File: config.mk
export PLATFORM = sky130hd
export DESIGN_NAME = sd_cmd_path
export DESIGN_NICKNAME = d
export VERILOG_FILES = /design/src/rtl/sd_cmd_pkg.sv /design/src/rtl/sd_rsp_check.sv /design/src/rtl/sd_cmd_seq.sv /design/src/rtl/sd_cmd_regs.sv /design/src/rtl/sd_cmd_path.sv
export SDC_FILE = /design/constraint.sdc
export NUM_CORES = 1
export LEC_CHECK = 0
export ABC_AREA = 0
export CAP_MARGIN = 10
export CORE_UTILIZATION = 40
export DETAILED_ROUTE_END_ITERATION = 6
export DONT_BUFFER_PORTS = 1
export HOLD_SLACK_MARGIN = 0.02
export PLACE_DENSITY = 0.52
export SYNTH_ARGS = -nofsm -noshare
export SYNTH_HDL_FRONTEND = slang
export SYNTH_SLANG_ARGS = --single-unit
File: constraint.sdc
create_clock -name clk_i -period 2.9 [get_ports clk_i]
set_input_delay 0.58 -clock clk_i [delete_from_list [all_inputs] [get_ports clk_i]]
set_output_delay 0.58 -clock clk_i [all_outputs]
set_load 0.005 [all_outputs]
File: src/rtl/sd_cmd_pkg.sv
package sd_cmd_pkg;
  localparam logic [7:0] OFF_CMD  = 8'h00;
  localparam logic [7:0] OFF_ARG  = 8'h04;
  localparam logic [7:0] OFF_RSP0 = 8'h10;
  localparam logic [7:0] OFF_STS  = 8'h20;
  localparam logic [7:0] OFF_CFG  = 8'h24;

  localparam int unsigned CMD_W       = 16;
  localparam int unsigned IDX_W       = 6;
  localparam int unsigned BIT_NEW     = 15;
  localparam int unsigned BIT_FAIL    = 14;
  localparam int unsigned BIT_BUSYW   = 11;
  localparam int unsigned BIT_NORSP   = 10;
  localparam int unsigned BIT_LONG    = 9;

  localparam int unsigned STS_W       = 11;
  localparam int unsigned STS_BUSYIRQ = 10;
  localparam int unsigned STS_TOUT    = 6;
  localparam int unsigned CFG_W       = 11;
  localparam int unsigned CFG_BUSYIE  = 10;

  typedef enum logic {SEQ_IDLE = 1'b0, SEQ_WAIT = 1'b1} seq_state_e;

  typedef struct packed {
    logic busyw;
    logic norsp;
    logic longr;
  } cmd_flags_t;
endpackage

File: src/rtl/sd_rsp_check.sv
module sd_rsp_check
  import sd_cmd_pkg::*;
#(
  parameter int unsigned DATA_W    = 32,
  parameter int unsigned RSP_WORDS = 4,
  parameter int unsigned LEN_W     = 5
) (
  input  cmd_flags_t                         flags_i,
  input  logic                               err_i,
  input  logic [LEN_W-1:0]                   len_i,
  input  logic [RSP_WORDS*DATA_W-1:0]        data_i,
  output logic                               fail_o,
  output logic                               store_o,
  output logic [RSP_WORDS-1:0][DATA_W-1:0]   words_o
);
  localparam int unsigned RSP_BITS = RSP_WORDS * DATA_W;
  localparam int unsigned SHORT_B  = DATA_W / 8;
  localparam int unsigned LONG_B   = RSP_BITS / 8;

  logic len_short, len_long, shape_bad;

  assign len_short = (len_i == LEN_W'(SHORT_B));
  assign len_long  = (len_i == LEN_W'(LONG_B));
  assign shape_bad = (len_i == '0) | (len_short & flags_i.longr) | (!len_short & !len_long);
  assign fail_o    = err_i | (!flags_i.norsp & shape_bad);
  assign store_o   = !fail_o & !flags_i.norsp;

  // long: word i takes bytes (N-4-4i)..(N-1-4i); short: word 0 takes bytes 0..3
  for (genvar i = 0; i < RSP_WORDS; i++) begin : g_word
    if (i == 0) begin : g_first
      assign words_o[i] = len_short ? data_i[RSP_BITS-1 -: DATA_W] : data_i[DATA_W-1:0];
    end else begin : g_rest
      assign words_o[i] = len_short ? '0 : data_i[i*DATA_W +: DATA_W];
    end
  end
endmodule

File: src/rtl/sd_cmd_seq.sv
module sd_cmd_seq
  import sd_cmd_pkg::*;
(
  input  logic       clk_i,
  input  logic       rst_ni,
  input  logic       new_cmd_i,
  input  cmd_flags_t flags_i,
  input  logic       card_ready_i,
  input  logic       rsp_valid_i,
  output logic       req_o,
  output logic       accept_o,
  output logic       done_o,
  output cmd_flags_t flags_o,
  output logic       busy_o
);
  seq_state_e state_q, state_d;
  logic       pending_q, pending_d;
  cmd_flags_t flags_q;

  assign req_o    = (state_q == SEQ_IDLE) & pending_q;
  assign accept_o = req_o & card_ready_i;
  assign done_o   = (state_q == SEQ_WAIT) & rsp_valid_i;
  assign busy_o   = pending_q | (state_q == SEQ_WAIT);
  assign flags_o  = flags_q;

  always_comb begin
    state_d = state_q;
    if (accept_o)    state_d = SEQ_WAIT;
    else if (done_o) state_d = SEQ_IDLE;
  end

  // a write in the accept cycle queues a fresh command
  always_comb begin
    pending_d = pending_q;
    if (new_cmd_i)     pending_d = 1'b1;
    else if (accept_o) pending_d = 1'b0;
  end

  always_ff @(posedge clk_i or negedge rst_ni) begin
    if (!rst_ni) begin
      state_q   <= SEQ_IDLE;
      pending_q <= 1'b0;
      flags_q   <= '0;
    end else begin
      state_q   <= state_d;
      pending_q <= pending_d;
      if (accept_o) flags_q <= flags_i;
    end
  end
endmodule

File: src/rtl/sd_cmd_regs.sv
module sd_cmd_regs
  import sd_cmd_pkg::*;
#(
  parameter int unsigned ADDR_W    = 8,
  parameter int unsigned DATA_W    = 32,
  parameter int unsigned RSP_WORDS = 4
) (
  input  logic                             clk_i,
  input  logic                             rst_ni,
  input  logic                             we_i,
  input  logic [ADDR_W-1:0]                addr_i,
  input  logic [DATA_W-1:0]                wdata_i,
  output logic [DATA_W-1:0]                rdata_o,
  input  logic                             accept_i,
  input  logic                             done_i,
  input  logic                             fail_i,
  input  logic                             store_i,
  input  logic                             busyw_i,
  input  logic [RSP_WORDS-1:0][DATA_W-1:0] words_i,
  output logic                             new_cmd_o,
  output logic [CMD_W-1:0]                 cmd_o,
  output logic [DATA_W-1:0]                arg_o,
  output logic [STS_W-1:0]                 sts_o,
  output logic                             irq_o
);
  logic [CMD_W-1:0]  cmd_q, cmd_d;
  logic [DATA_W-1:0] arg_q;
  logic [CFG_W-1:0]  cfg_q;
  logic [STS_W-1:0]  sts_q, sts_d;
  logic [RSP_WORDS-1:0][DATA_W-1:0] rsp_q;
  logic wr_cmd, wr_arg, wr_cfg, wr_sts, busy_evt;

  assign wr_cmd    = we_i & (addr_i == ADDR_W'(OFF_CMD));
  assign wr_arg    = we_i & (addr_i == ADDR_W'(OFF_ARG));
  assign wr_cfg    = we_i & (addr_i == ADDR_W'(OFF_CFG));
  assign wr_sts    = we_i & (addr_i == ADDR_W'(OFF_STS));
  assign new_cmd_o = wr_cmd & wdata_i[BIT_NEW];
  assign busy_evt  = done_i & !fail_i & busyw_i & cfg_q[CFG_BUSYIE];

  always_comb begin
    cmd_d = wr_cmd ? wdata_i[CMD_W-1:0] : cmd_q;
    if (accept_i && !wr_cmd) cmd_d[BIT_NEW] = 1'b0;
    if (done_i && fail_i)    cmd_d[BIT_FAIL] = 1'b1;
  end

  // set events win over a clear in the same cycle
  always_comb begin
    sts_d = sts_q;
    if (wr_sts)           sts_d = sts_q & ~wdata_i[STS_W-1:0];
    if (done_i && fail_i) sts_d[STS_TOUT] = 1'b1;
    if (busy_evt)         sts_d[STS_BUSYIRQ] = 1'b1;
  end

  always_ff @(posedge clk_i or negedge rst_ni) begin
    if (!rst_ni) begin
      cmd_q <= '0;
      arg_q <= '0;
      cfg_q <= '0;
      sts_q <= '0;
    end else begin
      cmd_q <= cmd_d;
      sts_q <= sts_d;
      if (wr_arg) arg_q <= wdata_i;
      if (wr_cfg) cfg_q <= wdata_i[CFG_W-1:0];
    end
  end

  for (genvar i = 0; i < RSP_WORDS; i++) begin : g_rsp
    always_ff @(posedge clk_i or negedge rst_ni) begin
      if (!rst_ni)                rsp_q[i] <= '0;
      else if (done_i && store_i) rsp_q[i] <= words_i[i];
    end
  end

  always_comb begin
    rdata_o = '0;
    if (addr_i == ADDR_W'(OFF_CMD)) rdata_o = DATA_W'(cmd_q);
    if (addr_i == ADDR_W'(OFF_ARG)) rdata_o = arg_q;
    if (addr_i == ADDR_W'(OFF_STS)) rdata_o = DATA_W'(sts_q);
    if (addr_i == ADDR_W'(OFF_CFG)) rdata_o = DATA_W'(cfg_q);
    for (int i = 0; i < RSP_WORDS; i++) begin
      if (addr_i == ADDR_W'(OFF_RSP0 + 8'(4 * i))) rdata_o = rsp_q[i];
    end
  end

  assign cmd_o = cmd_q;
  assign arg_o = arg_q;
  assign sts_o = sts_q;
  assign irq_o = |sts_q[STS_BUSYIRQ:STS_BUSYIRQ-2];
endmodule

File: src/rtl/sd_cmd_path.sv
module sd_cmd_path
  import sd_cmd_pkg::*;
#(
  parameter int unsigned ADDR_W    = 8,
  parameter int unsigned DATA_W    = 32,
  parameter int unsigned RSP_WORDS = 4,
  parameter int unsigned LEN_W     = 5
) (
  input  logic                          clk_i,
  input  logic                          rst_ni,
  input  logic                          reg_we_i,
  input  logic [ADDR_W-1:0]             reg_addr_i,
  input  logic [DATA_W-1:0]             reg_wdata_i,
  output logic [DATA_W-1:0]             reg_rdata_o,
  output logic                          card_req_o,
  input  logic                          card_ready_i,
  output logic [IDX_W-1:0]              card_idx_o,
  output logic [DATA_W-1:0]             card_arg_o,
  input  logic                          card_rsp_valid_i,
  input  logic                          card_rsp_err_i,
  input  logic [LEN_W-1:0]              card_rsp_len_i,
  input  logic [RSP_WORDS*DATA_W-1:0]   card_rsp_data_i,
  output logic                          busy_o,
  output logic                          irq_o
);
  logic                             new_cmd, accept, done, rsp_fail, rsp_store;
  logic [CMD_W-1:0]                 cmd_word;
  logic [STS_W-1:0]                 sts_word;
  logic [DATA_W-1:0]                arg_word;
  cmd_flags_t                       cur_flags, act_flags;
  logic [RSP_WORDS-1:0][DATA_W-1:0] rsp_words;

  assign cur_flags  = '{busyw: cmd_word[BIT_BUSYW], norsp: cmd_word[BIT_NORSP],
                        longr: cmd_word[BIT_LONG]};
  assign card_idx_o = cmd_word[IDX_W-1:0];
  assign card_arg_o = arg_word;

  sd_cmd_seq u_seq (
    .clk_i        (clk_i),
    .rst_ni       (rst_ni),
    .new_cmd_i    (new_cmd),
    .flags_i      (cur_flags),
    .card_ready_i (card_ready_i),
    .rsp_valid_i  (card_rsp_valid_i),
    .req_o        (card_req_o),
    .accept_o     (accept),
    .done_o       (done),
    .flags_o      (act_flags),
    .busy_o       (busy_o)
  );

  sd_rsp_check #(.DATA_W(DATA_W), .RSP_WORDS(RSP_WORDS), .LEN_W(LEN_W)) u_chk_rsp (
    .flags_i (act_flags),
    .err_i   (card_rsp_err_i),
    .len_i   (card_rsp_len_i),
    .data_i  (card_rsp_data_i),
    .fail_o  (rsp_fail),
    .store_o (rsp_store),
    .words_o (rsp_words)
  );

  sd_cmd_regs #(.ADDR_W(ADDR_W), .DATA_W(DATA_W), .RSP_WORDS(RSP_WORDS)) u_regs (
    .clk_i     (clk_i),
    .rst_ni    (rst_ni),
    .we_i      (reg_we_i),
    .addr_i    (reg_addr_i),
    .wdata_i   (reg_wdata_i),
    .rdata_o   (reg_rdata_o),
    .accept_i  (accept),
    .done_i    (done),
    .fail_i    (rsp_fail),
    .store_i   (rsp_store),
    .busyw_i   (act_flags.busyw),
    .words_i   (rsp_words),
    .new_cmd_o (new_cmd),
    .cmd_o     (cmd_word),
    .arg_o     (arg_word),
    .sts_o     (sts_word),
    .irq_o     (irq_o)
  );
endmodule

---- Word-level counts from Yosys, hierarchy flattened ----
Index checks and enable logic that the tools add are counted.
Widths: inputs -> output; s select.
storage, ports and cells
  bits in registers ....................... 203
  output and inout bits ................... 73
  word-level logic and storage cells ...... 87
operators by class
  multiplexer cells ....................... 22
  reduce and logical (&&, ||, !) cells .... 17
  eq/ne operators ......................... 9
  bitwise gates (word level) .............. 22
operators with widths
  kind                count
  $mux 32             11
  $eq 8x5->1 const B  4
  $mux 16             2
  $eq 8x6->1 const B  2
  $and 1x1->1         15
  $reduce_bool 2->1   6
  $and 11x11->11      1
  $mux 11             1
  $not 11->11         1
  $eq 8x3->1 const B  1
  $logic_not 8->1     1
  $mux 1              8
  $eq 5x3->1 const B  1
  $eq 5x5->1 const B  1
  $logic_not 1->1     5
  $logic_not 5->1     1
  $or 1x1->1          4
  $logic_and 1x1->1   3
  $reduce_or 3->1     1
  $not 1->1           1

---- Depth between registers and ports, before layout ----
Gate-level depths: netlist (run 1).
  depth in word-level cells ............... 11
  depth in mapped cells ................... 7
  depth with buffers taken out ............ 4

---- Modules after synthesis ----
From an unflattened synthesis (run 1), not the netlist that was laid out.
unflattened totals
  cell total of the unflattened synthesis .. 836
  area total of the unflattened synthesis .. 10555.1 um^2
modules (own cells, without submodules)
  module        cells an instance  times used  area an instance (um^2)
  sd_cmd_regs   670                1           9131.3
  sd_rsp_check  149                1           1184.9
  sd_cmd_seq    17                 1           239.0

---- Worst setup path before layout (run 1) ----
Ideal clock, no wire load.
  kind .................................... input to output
  start ................................... input reg_addr_i[5]
  end ..................................... output reg_rdata_o[18]
  setup slack ............................. 0.358 ns
  stages on the path ...................... 5
  data arrival time ....................... 1.962 ns
  cell sequence ........................... buf_2 -> or4b_4 -> or3_4 -> buf_6 -> o21a_1
on the way
  word-level cells in the longest chain between the ends .. 8
  elaborated cells between the ends (all ways) .. 14
  classes of those cells .................. eq/ne (7); mux (7)
ends and longest elaborated chain
  item                   RTL line           source
  start, declared        sd_cmd_path.sv:12  input logic [ADDR_W-1:0] reg_addr_i,
  $eq 8x3->1             sd_cmd_regs.sv:78  if (addr_i == ADDR_W'(OFF_ARG)) rdata_o = arg_q;
  $mux 32                sd_cmd_regs.sv:78
  $mux 32                sd_cmd_regs.sv:79  if (addr_i == ADDR_W'(OFF_STS)) rdata_o = DATA_W'(sts_q);
  $mux 32                sd_cmd_regs.sv:80  if (addr_i == ADDR_W'(OFF_CFG)) rdata_o = DATA_W'(cfg_q);
  $mux 32 (3 in series)  sd_cmd_regs.sv:82  if (addr_i == ADDR_W'(OFF_RSP0 + 8'(4 * i))) rdata_o = rsp_q[i];
  $mux 32 *              sd_cmd_regs.sv:82
  end, declared          sd_cmd_path.sv:14  output logic [DATA_W-1:0] reg_rdata_o,
Every way passes the cells marked *; elsewhere a longest branch is shown, timed or not.

---- Worst setup path in the final report (run 1) ----
  start ................................... input reg_addr_i[3]
  end ..................................... output reg_rdata_o[7]
on the way
  word-level cells in the longest chain between the ends .. 9
  elaborated cells between the ends (all ways) .. 16
  classes of those cells .................. eq/ne (7); mux (8); reduce/logical (1)
ends and longest elaborated chain
  item                   RTL line           source
  $logic_not 8->1        sd_cmd_regs.sv:77  if (addr_i == ADDR_W'(OFF_CMD)) rdata_o = DATA_W'(cmd_q);
  $mux 16                sd_cmd_regs.sv:77
  $mux 32                sd_cmd_regs.sv:78
  $mux 32                sd_cmd_regs.sv:79
  $mux 32                sd_cmd_regs.sv:80
  $mux 32 (3 in series)  sd_cmd_regs.sv:82
  $mux 32 *              sd_cmd_regs.sv:82
Marked as above.

==> results by group, run 1 <==
Timing
  – Pins Over Slew Limit: 0
  – TNS Setup: 0 ns
  – Final setup violation count: 0
  – RSZ-0062 raised after global routing: no
  – Final period utilization: 0.940
  – Hold slack final: -0.238 ns
  – Max frequency: roughly 370 MHz
  – Fin. Hold Viols: slightly above 200
  – Worst-Margin Slew: around 0.77 ns
  – Final Skew: 0.00675 ns
  – Max-slew headroom: 0.486
  – Clock period minus worst slack: approximately 2.7 ns
  – Final worst setup slack: ~0.18 ns

Logic synthesis
  – Post-synthesis sequential area ratio: 0.523
  – Cells after Synth: around 860
  – Synth top cells by count: dfrtp_1 (203), a22o_1 (107), mux2_2 (72)
  – Yosys reg bits: 203
  – Post-synthesis cell type with the largest combined area: dfrtp_1
  – Ys flop type: dfrtp_1
  – Most common cell in the netlist: dfrtp_1
  – Synth Cell Area: about 9700 um2
  – Largest cells by area after synthesis: dfrtp_1 (52%), a22o_1 (9.7%), mux2_2 (8.4%)
  – Yosys warning total: 0
  – Area share of the largest cell type after synthesis: 0.523
  – Ys async rst share: 1.00
  – Avg Cell Area, Syn: about 11 um2
  – Synth unique cells: between 50 and 60
  – Post-synthesis net count: between 1,000 and 1,500
  – Number of synthesized flops with an enable pin: 0

Placement
  – Port buffer count: 0
  – Final RePlAce weighted congestion: slightly below 0.9
  – Dpl ws: between 0.2 and 0.25 ns
  – Post-DP HPWL: a little over 20 mm

Drt
  – DR vias: 7,067
  – Routed len/inst: about 25 um
  – DR iter-0 viols: between 400 and 500
  – DRT antenna net count: 0
  – Routed wire length: about 29 mm
  – Via-to-Cell Ratio: about 6
  – Drt drc: 0
  – DR pass1 iterations: 5

Status
  – Status: finished with violations
  – Violated checks: hold timing

Critical path
  – CP required: about 2.3 ns
  – Origin of the critical flop-to-flop path: u_seq.flags_o[0]
  – Worst r2r dst: u_regs.rsp_q[38]
  – Type of the worst setup path: input port to output pin
  – Crit-path max FO: 33
  – Worst Reg-to-Reg Cells: 4
  – WP data arrival: roughly 2.1 ns
  – Reg2Reg Setup Slack: roughly 0.99 ns
  – CP startpoint kind: input port
  – CP Capture Type: output pin

Power and ir drop
  – P_leak: a little over 5 nW
  – Max IR drop VDD: roughly 0.00038 V
  – Pwr/cell area: about 570 nW/um2

Clocking
  – CTS Buf Count: 24
  – Post-cts sizing count: 0
  – Htree depth: 1
  – Worst-path clk slew: around 0.060 ns
  – Post-CTS setup buffers: 0
  – Sink Count: around 200
  – Clk_lat worst skew: around 0.5 ns
  – Clock buffer depth: 3
  – CTS tree: done
  – Clock root buffer: clkbuf_16

Floorplanning
  – Height of the die: between 150 and 200 um
  – Initial Util: 0.411
  – # rows: 56
  – Die X: around 160 um
  – Core area: between 20,000 and 25,000 um2
  – IO Pins: approximately 250
  – Total die area: 24,900 um2

Global routing
  – Largest net degree at the start of global routing: 204
  – Tot GR Track Use: 0.235
  – First-pass GRT wire length: approximately 44 mm
  – Number of global-route vias before repair: 7,479
  – Antenna violations before repair: 1
  – GR Overflow Total: 0

Hold path
  – HP Class: input port to async pin

Final layout
  – FILL cells: between 2,000 and 2,500
  – Share of layout cells above drive strength 1: 0.176
  – Ant. Diodes: 0
  – Area Overhead vs Synth: 11.5%
  – Net count reported at finish: roughly 1,000

Flow run
  – Max-cap viol count: 0
logic make-up (layout without fill, tap and decap cells):
family	Yosys count	after routing	synth area share
AND/OR/NAND/NOR	170	170	0.0833
flip-flops	203	203	0.523
AO/OA/AOI/OAI	267	267	0.202
multiplexers	137	137	0.152
buffers and inverters	86	76	0.0397
state kept, by name (all words and copies together), names as in the netlist:
name             cells
u_regs.rsp_q       128
u_regs.arg_o        32
u_regs.cmd_o        16
u_regs.cfg_q        11
u_regs.sts_o        11
u_seq.flags_o        3
u_seq.pending_q      1
u_seq.state_q        1
routing by layer:
| layer | share of wire | vias up | GRT usage |
|---|---|---|---|
| met5 | 0.00045 | - | 0 |
| met4 | 0.018 | 2 | 0.0546 |
| met3 | 0.088 | 38 | 0.0736 |
| met2 | 0.50 | 266 | 0.407 |
| met1 | 0.39 | 3593 | 0.284 |
| li1 | - | 3168 | - |
report_power, final:
group          internal, W  switching (W)  leakage, nW  total [W]
Combinational     0.000118       0.000106         1.89   0.000224
Sequential         0.00291      0.0000646         2.82    0.00297
Clock              0.00182        0.00120        0.398    0.00302
Total              0.00484        0.00137         5.11    0.00622
final cells by class:
type                       instances  area [um2]  area share
sequential                       203        5080       0.469
multi-input combinational        574        4280       0.395
timing repair buffer              25         238      0.0220
tap                              319         399      0.0369
inverter                           7        26.3     0.00243
clock inverter                     9        76.3     0.00705
clock buffer                      35         723      0.0668
through the flow:
| stage | hold WS [ns] | util | power, W | cells | cell area [um2] |
|---|---|---|---|---|---|
| floorplan | 0.284 | - | 0.00320 | 863 | 9710 |
| global placement | 0.289 | 0.424 | 0.00324 | 1128 | 10000 |
| detailed placement | 0.290 | 0.424 | 0.00325 | 1128 | 10000 |
| CTS | -0.258 | 0.458 | 0.00628 | 1172 | 10800 |
| global route | -0.260 | 0.458 | 0.00644 | 1172 | 10800 |
| finish | -0.238 | 0.458 | 0.00622 | 1172 | 10800 |
critical path, cell delays in order:
cell      delay (ns)
or4_1           0.73
nor3_1          0.26
a221oi_1        0.08
o21ai_0         0.48
cell usage in the layout, fill, tap and decap left out, types with 9 or more instances in the layout:
cell type / count
o221ai_1: 9
a22oi_1: 13
clkbuf_16: 25
a22o_1: 107
nor3_1: 15
o22ai_1: 12
nand2_1: 58
mux2i_1: 63
a21boi_0: 9
buf_4: 21
dfrtp_1: 203
mux2_2: 72
a21oi_1: 26
o21ai_0: 51
nor2_1: 59
worst max path at each step:
| stage | start | to | slack, ns | depth (start not counted) |
|---|---|---|---|---|
| final | reg_addr_i[3] | reg_rdata_o[7] | 0.18 | 4 |
| after global routing | reg_addr_i[3] | reg_rdata_o[10] | 0.09 | 4 |
| after CTS | reg_addr_i[3] | reg_rdata_o[0] | 0.24 | 5 |
| after detailed placement | reg_addr_i[3] | reg_rdata_o[0] | 0.24 | 5 |
| after global placement | reg_addr_i[3] | reg_rdata_o[0] | 0.26 | 5 |
| after floorplan | reg_addr_i[5] | reg_rdata_o[18] | 0.36 | 5 |
Note: power is estimated with default switching activity, not from simulation.
==> inputs of run 2 (changes only) <==
--- a/config.mk
+++ b/config.mk
@@ -8,6 +8,7 @@
 export ABC_AREA = 0
 export CAP_MARGIN = 10
 export CORE_UTILIZATION = 40
+export CTS_BUF_LIST = sky130_fd_sc_hd__clkbuf_2 sky130_fd_sc_hd__clkbuf_4 sky130_fd_sc_hd__clkbuf_8
 export DETAILED_ROUTE_END_ITERATION = 6
 export DONT_BUFFER_PORTS = 1
 export HOLD_SLACK_MARGIN = 0.02
==> run 2 against run 1 <==
Compared with the run above: the flow still finishes with violations (hold timing); clock skew is 0.0045 ns higher; power shrank 1.3%; sequential power hardly changed; wire length increased by 0.61%; die area did not move; final area is 0.13% higher; fmax down 0.24%; clock-buffer cell count rose by 30; combinational power hardly changed; cell count rose by 1.8%; critical endpoint unchanged; largest power group is now registers.
==> results by group, run 2 (synthesized netlist as in run 1, its figures left out) <==
Status
  – Status: finished with violations
  – Violated checks: hold timing

Global routing
  – Antenna violations before repair: 1 (unchanged)
  – First-pass GRT wire length: 44.2 mm (+0.31%)
  – Tot GR Track Use: 0.237 (+0.00218)
  – GR Overflow Total: 0 (unchanged)
  – Number of global-route vias before repair: 7,597 (+1.6%)
  – Largest net degree at the start of global routing: 204 (unchanged)

Drt
  – Routed wire length: 29.4 mm (+0.61%)
  – Routed len/inst: 24.6 um (-1.2%)
  – DRT antenna net count: 0 (unchanged)
  – DR iter-0 viols: 528 (+23%)
  – DR pass1 iterations: 4 (-1)
  – Drt drc: 0 (unchanged)
  – Via-to-Cell Ratio: 5.98 (-0.86%)
  – DR vias: 7,132 (+0.92%)

Timing
  – Final setup violation count: 0 (unchanged)
  – Final period utilization: 0.942 (+0.00225)
  – Clock period minus worst slack: 2.73 ns (+0.00652 ns)
  – Worst-Margin Slew: 0.777 ns (+0.00684 ns)
  – RSZ-0062 raised after global routing: no
  – Max frequency: 366 MHz (-0.24%)
  – Max-slew headroom: 0.482 (-0.00456)
  – Hold slack final: -0.253 ns (-0.0147 ns)
  – Final Skew: 0.0112 ns (+0.00449 ns)
  – TNS Setup: 0 ns (unchanged)
  – Pins Over Slew Limit: 0 (unchanged)
  – Final worst setup slack: 0.169 ns (-0.00652 ns)
  – Fin. Hold Viols: 203 (unchanged)

Clocking
  – Sink Count: 203 (unchanged)
  – Worst-path clk slew: 0.06 ns (about the same)
  – Clock buffer depth: 3 (unchanged)
  – CTS tree: done
  – Clk_lat worst skew: 0.52 ns (about the same)
  – Htree depth: 2 (+1)
  – Post-cts sizing count: 0 (unchanged)
  – Post-CTS setup buffers: 0 (unchanged)
  – Clock root buffer: clkbuf_8
  – CTS Buf Count: 39 (+63%)

Final layout
  – Ant. Diodes: 0 (unchanged)
  – Final core occ: 0.459 (+0.000583)
  – Net count reported at finish: 1,029 (+1.5%)
  – Share of layout cells above drive strength 1: 0.200 (+0.0244)
  – FILL cells: 2,263 (-0.044%)
  – Most frequent cells in the layout: dfrtp_1 (203), a22o_1 (107), mux2_2 (72)
  – Area Overhead vs Synth: 11.6%
  – Area of the multi-input gates: 4280 um2 (unchanged)
  – Max FFs per register: 128 (unchanged)
  – Register Area: 5080 um2 (unchanged)
  – Most common cell after layout, fill and taps aside: dfrtp_1
  – Largest reg by FF count: u_regs.rsp_q

Flow run
  – Max-cap viol count: 0 (unchanged)

Floorplanning
  – Die X: 158 um (unchanged)
  – Initial Util: 0.411 (unchanged)
  – Total die area: 24,900 um2 (unchanged)
  – Height of the die: 158 um (unchanged)
  – Core area: 23,600 um2 (unchanged)
  – IO Pins: 252 (unchanged)
  – # rows: 56 (unchanged)

Critical path
  – Type of the worst setup path: input port to output pin
  – CP startpoint kind: input port
  – WP data arrival: 2.15 ns (about the same)
  – Worst-path cell chain: or4_1 -> nor3_1 -> a221oi_1 -> o21ai_0
  – Critical path's top delay family: simple AND/OR/NAND/NOR gates
  – CP required: 2.32 ns (about the same)
  – CP Capture Type: output pin
  – Bufs and invs on worst path: 0 (unchanged)
  – Slowest CP cell: or4_1
  – Crit-path max FO: 33 (unchanged)
  – Critical Path Max Stage Delay: 0.73 ns (about the same)

Placement
  – Final RePlAce weighted congestion: 0.874 (unchanged)
  – Dpl ws: 0.245 ns (unchanged)
  – Port buffer count: 0 (unchanged)
  – Post-DP HPWL: 20.1 mm (unchanged)

Power and ir drop
  – Pwr/cell area: 566 nW/um2 (-1.4%)
  – Tot Pwr: 0.00614 W (-1.3%)
  – Max IR drop VDD: 0.000358 V (-6.6%)
  – P_leak: 5.14 nW (+0.70%)

Hold path
  – HP Class: input port to async pin
-- run 2: path summary, 6_finish.rpt --
path                                  startpoint               end  slack (ns)  cells past startpoint
worst max-delay path               reg_addr_i[3]    reg_rdata_o[7]        0.17                      4
worst min-delay path                      rst_ni  u_regs.rsp_q[44]       -0.25                      0
worst max register to register  u_seq.flags_o[0]  u_regs.rsp_q[41]        0.99                      4
worst min register to register  u_regs.rsp_q[21]  u_regs.rsp_q[21]        0.48                      2
max in group asynchronous                 rst_ni  u_regs.rsp_q[66]        2.77                      0
min in group clk_i              card_rsp_valid_i     u_seq.state_q        0.15                      1
-- run 2: area by class of cell --
class | count | area share
sequential | 203 | 0.469
inverter | 7 | 0.00243
timing repair buffer | 25 | 0.0219
tap | 319 | 0.0368
multi-input combinational | 574 | 0.395
clock buffer | 65 | 0.0751
-- run 2: report_power, final --
group,switching [W],internal (W)
clock network,0.00119,0.00175
registers,0.0000646,0.00291
logic,0.000106,0.000118
-- run 2: per-stage QoR --
stage / std cells / area, um2
final: 1193 / 10800
after global routing: 1193 / 10800
after CTS: 1193 / 10800
after detailed placement: 1128 / 10000
after global placement: 1128 / 10000
after floorplan: 863 / 9710
-- run 2: layer usage --
| metal | track usage | vias up | wire (um) |
|---|---|---|---|
| met5 | 0 | - | 13 |
| met4 | 0.0689 | 2 | 561 |
| met3 | 0.0788 | 45 | 2640 |
| met2 | 0.404 | 265 | 14600 |
| met1 | 0.284 | 3631 | 11600 |
| li1 | - | 3189 | - |
